`config.mk`:
```
export PLATFORM = sky130hd
export DESIGN_NAME = ata_pio_engine
export DESIGN_NICKNAME = d
export VERILOG_FILES = /design/src/rtl/ata_pio_pkg.sv /design/src/rtl/ata_pio_regs.sv /design/src/rtl/ata_pio_seq.sv /design/src/rtl/ata_pio_engine.sv
export SDC_FILE = /design/constraint.sdc
export NUM_CORES = 1
export LEC_CHECK = 0
export BUFFER_PORTS_ARGS = -buffer_cell sky130_fd_sc_hd__buf_2
export CORE_MARGIN = 4
export CORE_UTILIZATION = 45
export DETAILED_ROUTE_END_ITERATION = 12
export GPL_TIMING_DRIVEN = 0
export MAX_ROUTING_LAYER = met4
export PLACE_DENSITY = 0.69
export REMOVE_ABC_BUFFERS = 1
export SYNTH_ARGS = -nofsm -noshare
export SYNTH_HDL_FRONTEND = slang
export SYNTH_SLANG_ARGS = --single-unit
export TNS_END_PERCENT = 20
```
`constraint.sdc`:
```
create_clock -name clk -period 4.3 [get_ports clk]
set_input_delay 0.215 -clock clk [delete_from_list [all_inputs] [get_ports clk]]
set_output_delay 0.215 -clock clk [all_outputs]
set_load 0.02 [all_outputs]
```
`src/rtl/ata_pio_pkg.sv`:
```
// Shared constants and types for the PIO register transfer engine.
// Assumes a 16-bit register file addressed by word index.
package ata_pio_pkg;
    localparam int REG_W = 16;
    localparam int CNT_W = 8;

    localparam logic [3:0] IDX_CTRL  = 4'd0;
    localparam logic [3:0] IDX_DADDR = 4'd1;
    localparam logic [3:0] IDX_TXW   = 4'd2;
    localparam logic [3:0] IDX_RXW   = 4'd3;
    localparam logic [3:0] IDX_MASK  = 4'd4;
    localparam logic [3:0] IDX_STAT  = 4'd5;
    localparam logic [3:0] IDX_LEN   = 4'd6;
    localparam logic [3:0] IDX_RTIM  = 4'd7;
    localparam logic [3:0] IDX_DTIM  = 4'd8;
    localparam logic [3:0] IDX_DSTB  = 4'd9;

    localparam int CB_START = 0;
    localparam int CB_DIR   = 1;
    localparam int CB_RDYEN = 2;
    localparam int CB_VIDMA = 3;
    localparam int CB_HALT  = 4;

    localparam int SB_DONE = 0;
    localparam int SB_TERM = 1;

    localparam logic [3:0] DATA_PORT = 4'h0;

    typedef enum logic [1:0] {
        PH_IDLE   = 2'd0,
        PH_SETUP  = 2'd1,
        PH_STROBE = 2'd2,
        PH_END    = 2'd3
    } phase_e;

    typedef struct packed {
        logic [3:0]       t_setup;
        logic [CNT_W-1:0] t_dend;
        logic [3:0]       t_hold;
        logic [CNT_W-1:0] t_dstb;
        logic [CNT_W-1:0] t_rstb;
        logic [CNT_W-1:0] t_rend;
    } pio_timing_t;

    // Zero count is stretched to one clock.
    function automatic logic [CNT_W-1:0] at_least_one(input logic [CNT_W-1:0] v);
        return (v == '0) ? CNT_W'(1) : v;
    endfunction
endpackage

```
`src/rtl/ata_pio_regs.sv`:
```
// Register file: control, address, data words, interrupt mask/status, timings.
// Decodes start and abort commands; status bits are write-one-to-clear.
// Assumes one register write per clock and combinational read-back.
module ata_pio_regs
    import ata_pio_pkg::*;
(
    input  logic             clk,
    input  logic             rst_n,
    input  logic             reg_we,
    input  logic [3:0]       reg_addr,
    input  logic [REG_W-1:0] reg_wdata,
    output logic [REG_W-1:0] reg_rdata,
    input  logic             seq_idle,
    input  logic             seq_done,
    input  logic             seq_term,
    input  logic             rx_load,
    input  logic [REG_W-1:0] rx_data,
    output logic             launch,
    output logic             launch_dir,
    output logic             launch_rdy,
    output logic             halt,
    output logic [3:0]       dev_addr,
    output logic [REG_W-1:0] tx_word,
    output pio_timing_t      timing,
    output logic             irq
);
    logic             ctl_dir, ctl_rdy, ctl_vdma;
    logic [1:0]       mask_q, stat_q, stat_clr;
    logic [REG_W-1:0] rx_q, len_q, rtim_q, dtim_q, dstb_q;
    logic             ctrl_wr;
    logic             unused_dstb_hi;

    assign ctrl_wr    = reg_we && (reg_addr == IDX_CTRL);
    assign launch     = ctrl_wr && reg_wdata[CB_START] && !reg_wdata[CB_VIDMA] && seq_idle;
    assign halt       = ctrl_wr && reg_wdata[CB_HALT] && !seq_idle;
    assign launch_dir = reg_wdata[CB_DIR];
    assign launch_rdy = reg_wdata[CB_RDYEN];
    assign stat_clr   = (reg_we && (reg_addr == IDX_STAT)) ? reg_wdata[1:0] : 2'b00;
    assign irq        = |(stat_q & mask_q);
    assign unused_dstb_hi = ^dstb_q[REG_W-1:CNT_W];

    assign timing.t_setup = dtim_q[3:0];
    assign timing.t_dend  = dtim_q[11:4];
    assign timing.t_hold  = dtim_q[15:12];
    assign timing.t_dstb  = dstb_q[CNT_W-1:0];
    assign timing.t_rstb  = rtim_q[15:8];
    assign timing.t_rend  = rtim_q[7:0];

    // Software-writable configuration registers.
    always_ff @(posedge clk) begin
        if (!rst_n) begin
            ctl_dir  <= 1'b0;
            ctl_rdy  <= 1'b0;
            ctl_vdma <= 1'b0;
            dev_addr <= '0;
            tx_word  <= '0;
            mask_q   <= '0;
            len_q    <= '0;
            rtim_q   <= '0;
            dtim_q   <= '0;
            dstb_q   <= '0;
        end else if (reg_we) begin
            unique case (reg_addr)
                IDX_CTRL: begin
                    ctl_dir  <= reg_wdata[CB_DIR];
                    ctl_rdy  <= reg_wdata[CB_RDYEN];
                    ctl_vdma <= reg_wdata[CB_VIDMA];
                end
                IDX_DADDR: dev_addr <= reg_wdata[3:0];
                IDX_TXW:   tx_word  <= reg_wdata;
                IDX_MASK:  mask_q   <= reg_wdata[1:0];
                IDX_LEN:   len_q    <= reg_wdata;
                IDX_RTIM:  rtim_q   <= reg_wdata;
                IDX_DTIM:  dtim_q   <= reg_wdata;
                IDX_DSTB:  dstb_q   <= reg_wdata;
                default: ;
            endcase
        end
    end

    // Receive word captured by the sequencer.
    always_ff @(posedge clk) begin
        if (!rst_n)       rx_q <= '0;
        else if (rx_load) rx_q <= rx_data;
    end

    // Interrupt status: hardware set wins over software clear.
    always_ff @(posedge clk) begin
        if (!rst_n) stat_q <= '0;
        else        stat_q <= (stat_q & ~stat_clr) | {seq_term, seq_done};
    end

    // Read-back multiplexer.
    always_comb begin
        unique case (reg_addr)
            IDX_CTRL:  reg_rdata = {12'b0, ctl_vdma, ctl_rdy, ctl_dir, 1'b0};
            IDX_DADDR: reg_rdata = {12'b0, dev_addr};
            IDX_TXW:   reg_rdata = tx_word;
            IDX_RXW:   reg_rdata = rx_q;
            IDX_MASK:  reg_rdata = {14'b0, mask_q};
            IDX_STAT:  reg_rdata = {14'b0, stat_q};
            IDX_LEN:   reg_rdata = len_q;
            IDX_RTIM:  reg_rdata = rtim_q;
            IDX_DTIM:  reg_rdata = dtim_q;
            IDX_DSTB:  reg_rdata = dstb_q;
            default:   reg_rdata = '0;
        endcase
    end

    AST_DONE_SETS: assert property (@(posedge clk) disable iff (!rst_n)
        seq_done |=> stat_q[SB_DONE]);
    AST_W1C_DONE: assert property (@(posedge clk) disable iff (!rst_n)
        (reg_we && reg_addr == IDX_STAT && reg_wdata[SB_DONE] && !seq_done) |=> !stat_q[SB_DONE]);
endmodule

```
`src/rtl/ata_pio_seq.sv`:
```
// Phase sequencer: setup, strobe, end-of-cycle; one single-word access per launch.
// Latches address, direction, data and phase lengths at launch.
// Assumes ata_iordy is already synchronous to clk.
module ata_pio_seq
    import ata_pio_pkg::*;
(
    input  logic             clk,
    input  logic             rst_n,
    input  logic             launch,
    input  logic             launch_dir,
    input  logic             launch_rdy,
    input  logic             halt,
    input  logic [3:0]       dev_addr,
    input  logic [REG_W-1:0] tx_word,
    input  pio_timing_t      timing,
    input  logic             ata_iordy,
    input  logic [REG_W-1:0] ata_dd_in,
    output logic             idle,
    output logic             done,
    output logic             term,
    output logic             rx_load,
    output logic [REG_W-1:0] rx_data,
    output logic [1:0]       ata_cs_n,
    output logic [2:0]       ata_da,
    output logic             ata_dior_n,
    output logic             ata_diow_n,
    output logic [REG_W-1:0] ata_dd_out,
    output logic             ata_dd_oe
);
    phase_e           ph;
    logic [CNT_W-1:0] cnt, cur_len;
    logic [CNT_W-1:0] len_setup, len_stb, len_end, len_hold;
    logic             l_dir, l_rdy;
    logic [3:0]       l_addr;
    logic [REG_W-1:0] l_tx;
    logic             last, hold, is_data;

    assign is_data = (dev_addr == DATA_PORT);
    assign hold    = (ph == PH_STROBE) && l_rdy && !ata_iordy;
    assign last    = (cnt == cur_len - CNT_W'(1));
    assign idle    = (ph == PH_IDLE);
    assign term    = halt;
    assign done    = (ph == PH_END) && last && !halt;
    assign rx_load = (ph == PH_STROBE) && last && !hold && !l_dir && !halt;
    assign rx_data = ata_dd_in;

    // Length of the phase in progress.
    always_comb begin
        unique case (ph)
            PH_SETUP:  cur_len = len_setup;
            PH_STROBE: cur_len = len_stb;
            PH_END:    cur_len = len_end;
            default:   cur_len = CNT_W'(1);
        endcase
    end

    // Capture access parameters at launch.
    always_ff @(posedge clk) begin
        if (!rst_n) begin
            len_setup <= CNT_W'(1);
            len_stb   <= CNT_W'(1);
            len_end   <= CNT_W'(1);
            len_hold  <= CNT_W'(1);
            l_dir     <= 1'b0;
            l_rdy     <= 1'b0;
            l_addr    <= '0;
            l_tx      <= '0;
        end else if (launch) begin
            len_setup <= at_least_one(CNT_W'(timing.t_setup));
            len_hold  <= at_least_one(CNT_W'(timing.t_hold));
            len_stb   <= at_least_one(is_data ? timing.t_dstb : timing.t_rstb);
            len_end   <= at_least_one(is_data ? timing.t_dend : timing.t_rend);
            l_dir     <= launch_dir;
            l_rdy     <= launch_rdy;
            l_addr    <= dev_addr;
            l_tx      <= tx_word;
        end
    end

    // Phase and in-phase counter; abort returns to idle at once.
    always_ff @(posedge clk) begin
        if (!rst_n) begin
            ph  <= PH_IDLE;
            cnt <= '0;
        end else if (halt) begin
            ph  <= PH_IDLE;
            cnt <= '0;
        end else begin
            unique case (ph)
                PH_IDLE: if (launch) begin
                    ph  <= PH_SETUP;
                    cnt <= '0;
                end
                PH_SETUP: if (last) begin
                    ph  <= PH_STROBE;
                    cnt <= '0;
                end else cnt <= cnt + CNT_W'(1);
                PH_STROBE: if (!hold) begin
                    if (last) begin
                        ph  <= PH_END;
                        cnt <= '0;
                    end else cnt <= cnt + CNT_W'(1);
                end
                PH_END: if (last) begin
                    ph  <= PH_IDLE;
                    cnt <= '0;
                end else cnt <= cnt + CNT_W'(1);
                default: ph <= PH_IDLE;
            endcase
        end
    end

    // Device-side outputs decoded from the registered phase.
    always_comb begin
        ata_cs_n   = idle ? 2'b11 : (l_addr[3] ? 2'b01 : 2'b10);
        ata_da     = idle ? 3'b000 : l_addr[2:0];
        ata_dior_n = !((ph == PH_STROBE) && !l_dir);
        ata_diow_n = !((ph == PH_STROBE) && l_dir);
        ata_dd_oe  = l_dir && ((ph == PH_SETUP) || (ph == PH_STROBE) ||
                               ((ph == PH_END) && (cnt < len_hold)));
        ata_dd_out = idle ? '0 : l_tx;
    end

    AST_ONE_STROBE: assert property (@(posedge clk) disable iff (!rst_n)
        !(!ata_dior_n && !ata_diow_n));
    AST_CS_WITH_STROBE: assert property (@(posedge clk) disable iff (!rst_n)
        (!ata_dior_n || !ata_diow_n) |-> (ata_cs_n != 2'b11));
    AST_IORDY_HOLD: assert property (@(posedge clk) disable iff (!rst_n)
        (ph == PH_STROBE && l_rdy && !ata_iordy && !halt) |=> (ph == PH_STROBE && $stable(cnt)));
    AST_HALT_IDLE: assert property (@(posedge clk) disable iff (!rst_n)
        halt |=> (ata_cs_n == 2'b11 && ata_dior_n && ata_diow_n));
    AST_LAUNCH_IDLE: assert property (@(posedge clk) disable iff (!rst_n)
        launch |-> (ph == PH_IDLE));
    AST_DONE_IDLE: assert property (@(posedge clk) disable iff (!rst_n)
        done |=> (ph == PH_IDLE && !ata_dd_oe));
endmodule

```
`src/rtl/ata_pio_engine.sv`:
```
// Top of the PIO register transfer engine: register file plus phase sequencer.
// Assumes synchronous active-low reset and a ready input already in the clk domain.
module ata_pio_engine
    import ata_pio_pkg::*;
(
    input  logic             clk,
    input  logic             rst_n,
    input  logic             reg_we,
    input  logic [3:0]       reg_addr,
    input  logic [REG_W-1:0] reg_wdata,
    output logic [REG_W-1:0] reg_rdata,
    output logic [1:0]       ata_cs_n,
    output logic [2:0]       ata_da,
    output logic             ata_dior_n,
    output logic             ata_diow_n,
    output logic [REG_W-1:0] ata_dd_out,
    output logic             ata_dd_oe,
    input  logic [REG_W-1:0] ata_dd_in,
    input  logic             ata_iordy,
    output logic             irq
);
    logic             seq_idle, seq_done, seq_term, rx_load;
    logic [REG_W-1:0] rx_data, tx_word;
    logic             launch, launch_dir, launch_rdy, halt;
    logic [3:0]       dev_addr;
    pio_timing_t      timing;

    ata_pio_regs u_regs (
        .clk        (clk),
        .rst_n      (rst_n),
        .reg_we     (reg_we),
        .reg_addr   (reg_addr),
        .reg_wdata  (reg_wdata),
        .reg_rdata  (reg_rdata),
        .seq_idle   (seq_idle),
        .seq_done   (seq_done),
        .seq_term   (seq_term),
        .rx_load    (rx_load),
        .rx_data    (rx_data),
        .launch     (launch),
        .launch_dir (launch_dir),
        .launch_rdy (launch_rdy),
        .halt       (halt),
        .dev_addr   (dev_addr),
        .tx_word    (tx_word),
        .timing     (timing),
        .irq        (irq)
    );

    ata_pio_seq u_seq (
        .clk        (clk),
        .rst_n      (rst_n),
        .launch     (launch),
        .launch_dir (launch_dir),
        .launch_rdy (launch_rdy),
        .halt       (halt),
        .dev_addr   (dev_addr),
        .tx_word    (tx_word),
        .timing     (timing),
        .ata_iordy  (ata_iordy),
        .ata_dd_in  (ata_dd_in),
        .idle       (seq_idle),
        .done       (seq_done),
        .term       (seq_term),
        .rx_load    (rx_load),
        .rx_data    (rx_data),
        .ata_cs_n   (ata_cs_n),
        .ata_da     (ata_da),
        .ata_dior_n (ata_dior_n),
        .ata_diow_n (ata_diow_n),
        .ata_dd_out (ata_dd_out),
        .ata_dd_oe  (ata_dd_oe)
    );
endmodule

```
==> results, run 1 <==
- The count of buffers added by post-CTS timing repair for setup is 0.
- The post-synthesis adder-cell area fraction is 0.01591.
- The number of buffers on the longest clock path is 2.
- The overall fraction of global-route tracks in use is 0.2293.
- VDD sags by at most 0.0002905 V.
- The number of buffers inserted by hold repair at cts is 0.
- The count of mapped cells out of synthesis is 940.
- For this design the ratio of total power to cell area is 406.1 nW/um2.
- The post-detailed-route DRC marker count is 0.
- 81 I/O pins were placed.
- The quantity of gates resized following cts is 1.
- The flow ran to the end, and the final reports show no timing, DRC or antenna violations.
- Clock latency on the worst-skew pair, taken at its later pin, is 0.42 ns.
- The region available for standard cell placement spans 17,240 um2.
- The maximum clock frequency is ~0.26 GHz.
- For this run, the share of the core covered by cells in the final layout is 0.5243.
- The sequential share of the synthesized area is 0.4150.
- The total length of routed wires is 21,810 um.
- Of the post-synthesis cell area, the dominant cell type holds 0.4150.
- Routability-driven placement finished with a final weighted congestion of 0.8680.
- The kind of path behind the tightest hold check is in -> reg.
- The fraction of final layout cells sized beyond drive strength 1 is 0.1366.
- The leftover overflow at the end of global routing is 0.
- The floorplan step set the die height to around 140 um.
- For this design, the slowest cell found on the critical path is sky130_fd_sc_hd__ha_2.
- The cell area after synthesis is 7864 um2.
- The initial antenna violation count came to 0.
- In this run, CTS created clock tree buffers numbering 17.
- The total placed instance area is ~8400 um2.
- The cell count after placement is 1,182.
- During placement, the flow inserted port buffers numbering 80.
- Of the total synthesized cell area, the portion taken by XOR and XNOR cells is 0.01114.
- The delay of the slowest critical-path stage is about 0.75 ns.
- The half-perimeter wire length of the detailed placement result is 14,640 um.
- The area added between synthesis and finish is 14.92%.
- The total count of max-transition violations in the final report is 0.
- The synthesized design contains 163 register bits.
- Setup repair after global routing left no endpoint under its margin.
- Among all flip-flop cells after synthesis, the most frequent one is sky130_fd_sc_hd__dfxtp_1.
- Dividing the detail-routed wire length by the instance count gives 17.98 um.
- The total of warnings raised by yosys is 0.
- CTS saw approximately 160 sinks.
- Counting both buffers and inverters, the worst setup path holds a total of 3.
- The antenna diode count is 0.
- The number of global-route vias before repair is about 6,500.
- The number of max-capacitance violations reported is 0.
- The portion of synthesized area spent on multiplexers is 0.05776.
- Synthesis instantiated 55 different standard cells from the library.
- The multi-input combinational cells in the finished layout cover a total of 4319 um2.
- For this configuration, the core starts out at a cell density of 0.4562.
- The clock period minus final worst setup slack is 3.862 ns.
- In the final design database the tool counted 1,026 nets.
- TritonCTS built the clock tree.
- The number of DRC markers in iteration 0 is 530.
- The maximum level of the CTS H-tree is 4.
- The signal on the critical path passes through inv_1, ha_2, a21oi_1, and2_1, ha_1, xnor2_1, xnor2_1, nor3_1, nand3_1, nor4_4, buf_6, buf_8, mux2i_1, nor2b_1.
- The detailed router placed about 6,900 vias in this run.
- The setup violation total in the final timing report is 0.
- By area the synthesized netlist is led by sky130_fd_sc_hd__dfxtp_1 (41%), sky130_fd_sc_hd__nand2_1 (12%), sky130_fd_sc_hd__a21boi_0 (10%).
- The number of flops mapped to enable cells by yosys is 0.
- The tightest hold margin is 0.04307 ns.
- The number of rows created at floorplan is between 40 and 50.
- The largest fanout on the critical path is 35.
- The post-route cell area is 9037 um2.
- Before antenna repair, the detailed router went through 5 iterations.
- In this run the remaining antenna-violating nets after routing total 0.
- At the pin with the least slew margin, the transition time is 1.398 ns.
- The clock-pin slew of the registers on the worst-case setup and hold paths is 0.06 ns.
- The sequential standard cell area is 3263 um2.
- By count the netlist is led by sky130_fd_sc_hd__nand2_1 (259), sky130_fd_sc_hd__dfxtp_1 (163), sky130_fd_sc_hd__a21boi_0 (109), sky130_fd_sc_hd__clkbuf_1 (66), sky130_fd_sc_hd__nor2b_1 (55).
- The launching element type of the critical path is a register.
- The final worst-path cycle share is 0.8982.
- The final number of hold-violating endpoints is 0.
- The fraction of the mapped netlist area in simple logic gates is 0.2452.
- The most numerous cell on the critical path is sky130_fd_sc_hd__xnor2_1.
- The largest net degree at the start of global routing is 98.
- Summed over all instances, the cell type with the most area after synthesis is sky130_fd_sc_hd__dfxtp_1.
- The die extent in x is 140.2 um.
- In this run the tightest slew margin relative to its limit is 0.06472.
- The compound-gate portion of the synthesized area is 0.2153.
- The worst setup path is of the reg -> reg kind.
- Once layout is complete, the cells apart from fillers number approximately 1,200.
- After synthesis, the largest family of logic cells by area is simple AND/OR/NAND/NOR gates.
- sky130_fd_sc_hd__nand2_1 is the most common cell in the netlist.
- The data arrival time of the critical path is 4.17 ns.
- The detail-routed via count per cell is 5.688.
- Fill cells in the final layout number between 1,500 and 2,000.
- In this run the clock root is driven by a sky130_fd_sc_hd__clkbuf_16.
- The leakage power of the design is 3.475 nW.
- The die outline area is around 20,000 um2.
- The capturing element type of the critical path is a register.
- The share of synthesized registers carrying an async set or reset is 0.
- The required time of the critical path is 4.61 ns.
- The gate family responsible for the most delay along the worst path is simple AND/OR/NAND/NOR gates.
- The worst clock skew is 0.008842 ns.
- The wire length of the first global-routing pass is between 30,000 and 40,000 um.
- The average instance area after synthesis is 8.366 um2.
-- flip-flops by register name (all words and copies together) (netlist names) --
register	flops
u_seq.len_stb	8
u_seq.len_setup	4
u_regs.dev_addr	4
u_regs.dstb_q	16
u_regs.len_q	16
u_seq.l_tx	16
u_regs.rtim_q	16
u_seq.cnt	8
u_regs.dtim_q	16
u_regs.stat_q	2
u_seq.len_end	8
u_seq.l_rdy	1
u_seq.l_dir	1
u_regs.rx_q	16
u_regs.ctl_dir	1
u_regs.tx_word	16
u_regs.ctl_rdy	1
u_regs.mask_q	2
u_seq.ph	2
u_seq.l_addr	4
u_seq.len_hold	4
u_regs.ctl_vdma	1
-- area by class of cell --
class,instances,share of cell area
clock buffers,21,0.05206
clock inverters,10,0.01717
inverters,7,0.002907
multi-input cells,699,0.4779
flip-flops and latches,163,0.3611
well taps,225,0.03115
repair buffers,88,0.05773
-- tightest hold or removal path, cell delays in order --
cell and delay, ns:
sky130_fd_sc_hd__buf_2 0.07, sky130_fd_sc_hd__mux2i_1 0.05, sky130_fd_sc_hd__nor2b_1 0.09
-- cells by family after synthesis --
group	Yosys count
adders and majority gates	10
AOI/OAI and AO/OA	222
buffers and inverters	78
DFF	163
xor gates and xnor gates	10
and+or+nand+nor	413
muxes	44
-- stage by stage --
| stage | TNS (ns) | setup WS [ns] | total power [mW] |
|---|---|---|---|
| 2_1_floorplan | 0 | 0.5238 | 1.897 |
| 3_3_place_gp | -65.50 | -1.591 | 2.066 |
| 3_5_place_dp | 0 | 0.02877 | 2.080 |
| 4_1_cts | 0 | 0.4159 | 3.696 |
| 5_1_grt | 0 | 0.1679 | 3.804 |
| 6_report | 0 | 0.4377 | 3.670 |
-- cell usage in the layout, fill, tap and decap left out, types with 7 or more instances in the layout --
cell type,synthesis,final
sky130_fd_sc_hd__nand2_1,259,259
sky130_fd_sc_hd__mux2i_1,42,42
sky130_fd_sc_hd__o211a_1,14,14
sky130_fd_sc_hd__and2_1,7,7
sky130_fd_sc_hd__a22oi_1,47,47
sky130_fd_sc_hd__dfxtp_1,163,163
sky130_fd_sc_hd__buf_2,1,79
sky130_fd_sc_hd__nor2_1,16,15
sky130_fd_sc_hd__a21oi_1,10,10
sky130_fd_sc_hd__a21boi_0,109,109
sky130_fd_sc_hd__nor3_1,12,9
sky130_fd_sc_hd__nor2b_1,55,55
sky130_fd_sc_hd__inv_1,7,7
sky130_fd_sc_hd__and3_1,10,10
sky130_fd_sc_hd__clkbuf_16,0,17
sky130_fd_sc_hd__o21ai_0,7,7
sky130_fd_sc_hd__a22o_1,10,10
sky130_fd_sc_hd__nand3_1,20,20
sky130_fd_sc_hd__ha_1,10,9
-- power by group --
part	internal (mW)	leakage [nW]	switching (mW)
logic	0.162	1.86	0.346
registers	1.53	1.31	0.0182
clock network	1.01	0.305	0.604
total	2.70	3.47	0.967
-- worst paths after layout --
kind / slack (ns) / end / depth (start not counted) / startpoint
worst max register to register: 0.44 / u_regs.rx_q[5] / 14 / u_seq.ph[0]
worst min register to register: 0.46 / u_seq.l_tx[15] / 2 / u_seq.l_tx[15]
worst min-delay path: 0.04 / u_regs.rx_q[14] / 3 / ata_dd_in[14]
worst max-delay path: 0.44 / u_regs.rx_q[5] / 14 / u_seq.ph[0]
-- metal layers --
metal	wire (um)	up-vias	track usage
met3	1247	34	0.04336
li1	-	3342	-
met1	9970	3289	0.3014
met4	338	0	0.06578
met5	0	-	-
met2	10250	234	0.3621
Note: power is estimated with default switching activity, not from simulation.
==> run 2: changes to the inputs <==
--- a/config.mk
+++ b/config.mk
@@ -7,11 +7,11 @@
 export LEC_CHECK = 0
 export BUFFER_PORTS_ARGS = -buffer_cell sky130_fd_sc_hd__buf_2
 export CORE_MARGIN = 4
-export CORE_UTILIZATION = 45
+export CORE_UTILIZATION = 37
 export DETAILED_ROUTE_END_ITERATION = 12
 export GPL_TIMING_DRIVEN = 0
 export MAX_ROUTING_LAYER = met4
-export PLACE_DENSITY = 0.69
+export PLACE_DENSITY = 0.59
 export REMOVE_ABC_BUFFERS = 1
 export SYNTH_ARGS = -nofsm -noshare
 export SYNTH_HDL_FRONTEND = slang
==> results, run 2 (synthesis results as in run 1) <==
- The capturing element type of the critical path is a register (unchanged).
- The number of max-capacitance violations reported was 0 (unchanged).
- The total number of vias came to 6,698 (was 6,899).
- The delay of the slowest critical-path stage was 0.72 ns (was 0.75 ns).
- The worst min-delay path endpoint is u_regs.rx_q[4] (was u_regs.rx_q[14]).
- The switching part of the total power is 0.2679 (was 0.2636).
- The final worst-path cycle share is 0.9010 (was 0.8982).
- The clock network fraction of design power is 0.431 (was 0.440).
- The master cell of the clock root buffer is sky130_fd_sc_hd__clkbuf_16 (unchanged).
- The share of power burned in combinational logic came to 0.144 (was 0.138).
- The CTS buffer count is 17 (unchanged).
- Unrepaired setup endpoints after global routing: false (unchanged).
- The die extent in x is 153.8 um (was 140.2 um).
- The data arrival time of the critical path is 4.19 ns (was 4.17 ns).
- The final core utilization was 0.4332 (was 0.5243).
- The CTS tree was done (unchanged).
- The number of DRC markers in iteration 0 is 502 (was 530).
- The initial antenna violation count was 0 (unchanged).
- The fraction of final layout cells sized beyond drive strength 1 was 0.1365 (was 0.1366).
- The cell count after placement is 1,232 (was 1,182).
- The worst-case vdd ir drop is 0.0002922 V (was 0.0002905 V).
- The weighted congestion reported at the end of routability-driven placement was 0.8391 (was 0.8680).
- The post-route worst setup slack is 0.4257 ns (was 0.4377 ns).
- The area taken by multi-input logic gates came to 4319 um2 (unchanged).
- The number of buffers on the longest clock path is 2 (unchanged).
- The minimum setup slack after placement is 0.04711 ns (was 0.02877 ns).
- The internal cell power is 2.664 mW (was 2.702 mW).
- The number of I/O pins was 81 (unchanged).
- The area added between synthesis and finish is 15.45% (was 14.92%).
- The total negative setup slack is 0 ns (unchanged).
- Most frequent cells in the layout: sky130_fd_sc_hd__nand2_1 (259), sky130_fd_sc_hd__dfxtp_1 (163), sky130_fd_sc_hd__a21boi_0 (109) (unchanged).
- The total placed instance area was 8464 um2 (was 8407 um2).
- The die outline height is 153.8 um (was 140.2 um).
- The number of nets with antenna violations after routing is 0 (unchanged).
- The post-layout net count is 1,027 (was 1,026).
- The sequential standard cell area is 3263 um2 (unchanged).
- The insertion delay to the later sink of the worst-skew pair was 0.43 ns (was 0.42 ns).
- The count of buffers added by post-CTS timing repair for setup is 0 (unchanged).
- The total of buffers placed on input and output ports is 80 (unchanged).
- Cells along the critical path: inv_1, ha_2, a21oi_1, and2_1, ha_1, xnor2_1, xnor2_1, nor3_1, nand3_1, nor4_4, buf_6, buf_8, mux2i_1, nor2b_1 (unchanged).
- The clock period minus final worst setup slack came to 3.874 ns (was 3.862 ns).
- The final cell count without fillers is 1,264 (was 1,213).
- The largest fanout on the critical path is 35 (unchanged).
- The quantity of gates resized following cts is 0 (was 1).
- The launching element type of the critical path is a register (unchanged).
- The relative max-transition margin came to 0.3162 (was 0.06472).
- The die outline area is 23,650 um2 (was 19,650 um2).
- The beginning of the worst register-to-register path is u_seq.ph[1] (was u_seq.ph[0]).
- The most frequent standard cell in the layout excluding fill and tap cells is sky130_fd_sc_hd__nand2_1 (unchanged).
- The number of sinks on the clock net is 163 (unchanged).
- The detail-routed net length per standard cell is 17.92 um (was 17.98 um).
- The post-route cell area came to 9079 um2 (was 9037 um2).
- The kind of path behind the tightest hold check is in -> reg (unchanged).
- The setup violation total in the final timing report is 0 (unchanged).
- The leakage power of the design is 3.455 nW (was 3.475 nW).
- The leftover overflow at the end of global routing was 0 (unchanged).
- The launch point of the critical path is u_seq.ph[1] (was u_seq.ph[0]).
- The number of rows created at floorplan is 53 (was 48).
- The post-detailed-route DRC marker count was 0 (unchanged).
- The number of buffers inserted by hold repair at cts is 0 (unchanged).
- The number of global-route vias before repair is 6,568 (was 6,542).
- The switching power summed over all nets is 0.9748 mW (was 0.9675 mW).
- The slew at the pin with the worst max-slew slack was 1.017 ns (was 1.398 ns).
- The power density over the cells is 400.8 nW/um2 (was 406.1 nW/um2).
- The total count of max-transition violations in the final report was 0 (unchanged).
- The number of filler cells placed in the layout was 2,156 (was 1,600).
- The slowest library cell on the worst path is sky130_fd_sc_hd__ha_2 (unchanged).
- The overall fraction of global-route tracks in use is 0.1981 (was 0.2293).
- The startpoint of the tightest hold check path was ata_dd_in[4] (was ata_dd_in[14]).
- The worst clock skew is 0.009753 ns (was 0.008842 ns).
- The critical path class is reg -> reg (unchanged).
- The total length of routed wires is 22,650 um (was 21,810 um).
- The overall power came to 3.638 mW (was 3.670 mW).
- The largest net degree at the start of global routing is 89 (was 98).
- The most numerous cell on the critical path is sky130_fd_sc_hd__xnor2_1 (unchanged).
- The maximum clock frequency is 0.2581 GHz (was 0.2589 GHz).
- Outcome: finished clean (unchanged).
- The clock-pin slew of the registers on the worst-case setup and hold paths is 0.07 ns (was 0.06 ns).
- The detail-routed via count per cell is 5.299 (was 5.688).
- The wire length of the first global-routing pass came to 36,690 um (was 35,220 um).
- The final number of hold-violating endpoints is 0 (unchanged).
- The logic depth of the worst register-to-register path came to 14 (unchanged).
- The initial core utilization was 0.3753 (was 0.4562).
- The half-perimeter wire length of the detailed placement result is 15,120 um (was 14,640 um).
- The antenna diode count is 0 (unchanged).
- The terminus of the critical flop-to-flop path is u_regs.rx_q[11] (was u_regs.rx_q[5]).
- The required time of the critical path was 4.62 ns (was 4.61 ns).
- The setup slack of the worst register-to-register path is 0.43 ns (was 0.44 ns).
- The tightest hold margin is 0.04731 ns (was 0.04307 ns).
- The relative contribution of sequential cells to total power is 0.425 (was 0.422).
- The maximum level of the CTS H-tree is 4 (unchanged).
- The area inside the core boundary was 20,960 um2 (was 17,240 um2).
- The worst hold path depth is 3 (unchanged).
- The detailed-routing iteration count for the pre-antenna-repair pass is 5 (unchanged).
[run 2: cell count changes in the layout (fill, tap and decap cells not counted), sizes merged]
cell      change
bufinv        -1
clkbuf        +3
clkinv        -2
clkinvlp      +1
[run 2: worst max-delay path by stage]
stage	to	slack, ns
floorplan	u_seq.len_end[0]	0.52
global placement	u_seq.len_stb[0]	-1.81
detailed placement	u_seq.ph[1]	0.05
CTS	u_seq.ph[0]	0.02
global route	u_regs.rx_q[15]	0.07
finish	u_regs.rx_q[11]	0.43
[run 2: area by class of cell]
type | count | share of cell area
sequential | 163 | 0.3594
clock buffer | 23 | 0.05265
clock inverter | 8 | 0.01392
inverter | 7 | 0.002894
multi-input combinational | 699 | 0.4757
timing repair buffer | 89 | 0.05747
tap | 275 | 0.03790
[run 2: worst max-delay path, delay by kind of cell, from the launching register on]
| kind | cells | cell delay [ns] |
|---|---|---|
| AOI/OAI and AO/OA | 1 | 0.11 |
| xor gates and xnor gates | 2 | 0.29 |
| adders and majority gates | 2 | 0.97 |
| buffers and inverters | 3 | 0.52 |
| DFF | 1 | 0.35 |
| muxes | 1 | 0.20 |
| and+or+nand+nor | 5 | 1.31 |
[run 2: layer usage]
layer	wire length, um	global-route usage
met5	0	-
met1	10930	0.2652
met2	10660	0.3159
met4	258	0.05004
met3	805	0.03040
[run 2: power by group through the flow]
| stage | sequential [mW] | combinational, mW | clock (mW) |
|---|---|---|---|
| 2_1_floorplan | 1.57 | 0.323 | 0 |
| 3_3_place_gp | 1.58 | 0.491 | 0 |
| 3_5_place_dp | 1.58 | 0.505 | 0 |
| 4_1_cts | 1.55 | 0.506 | 1.59 |
| 5_1_grt | 1.55 | 0.573 | 1.64 |
| 6_report | 1.55 | 0.523 | 1.57 |
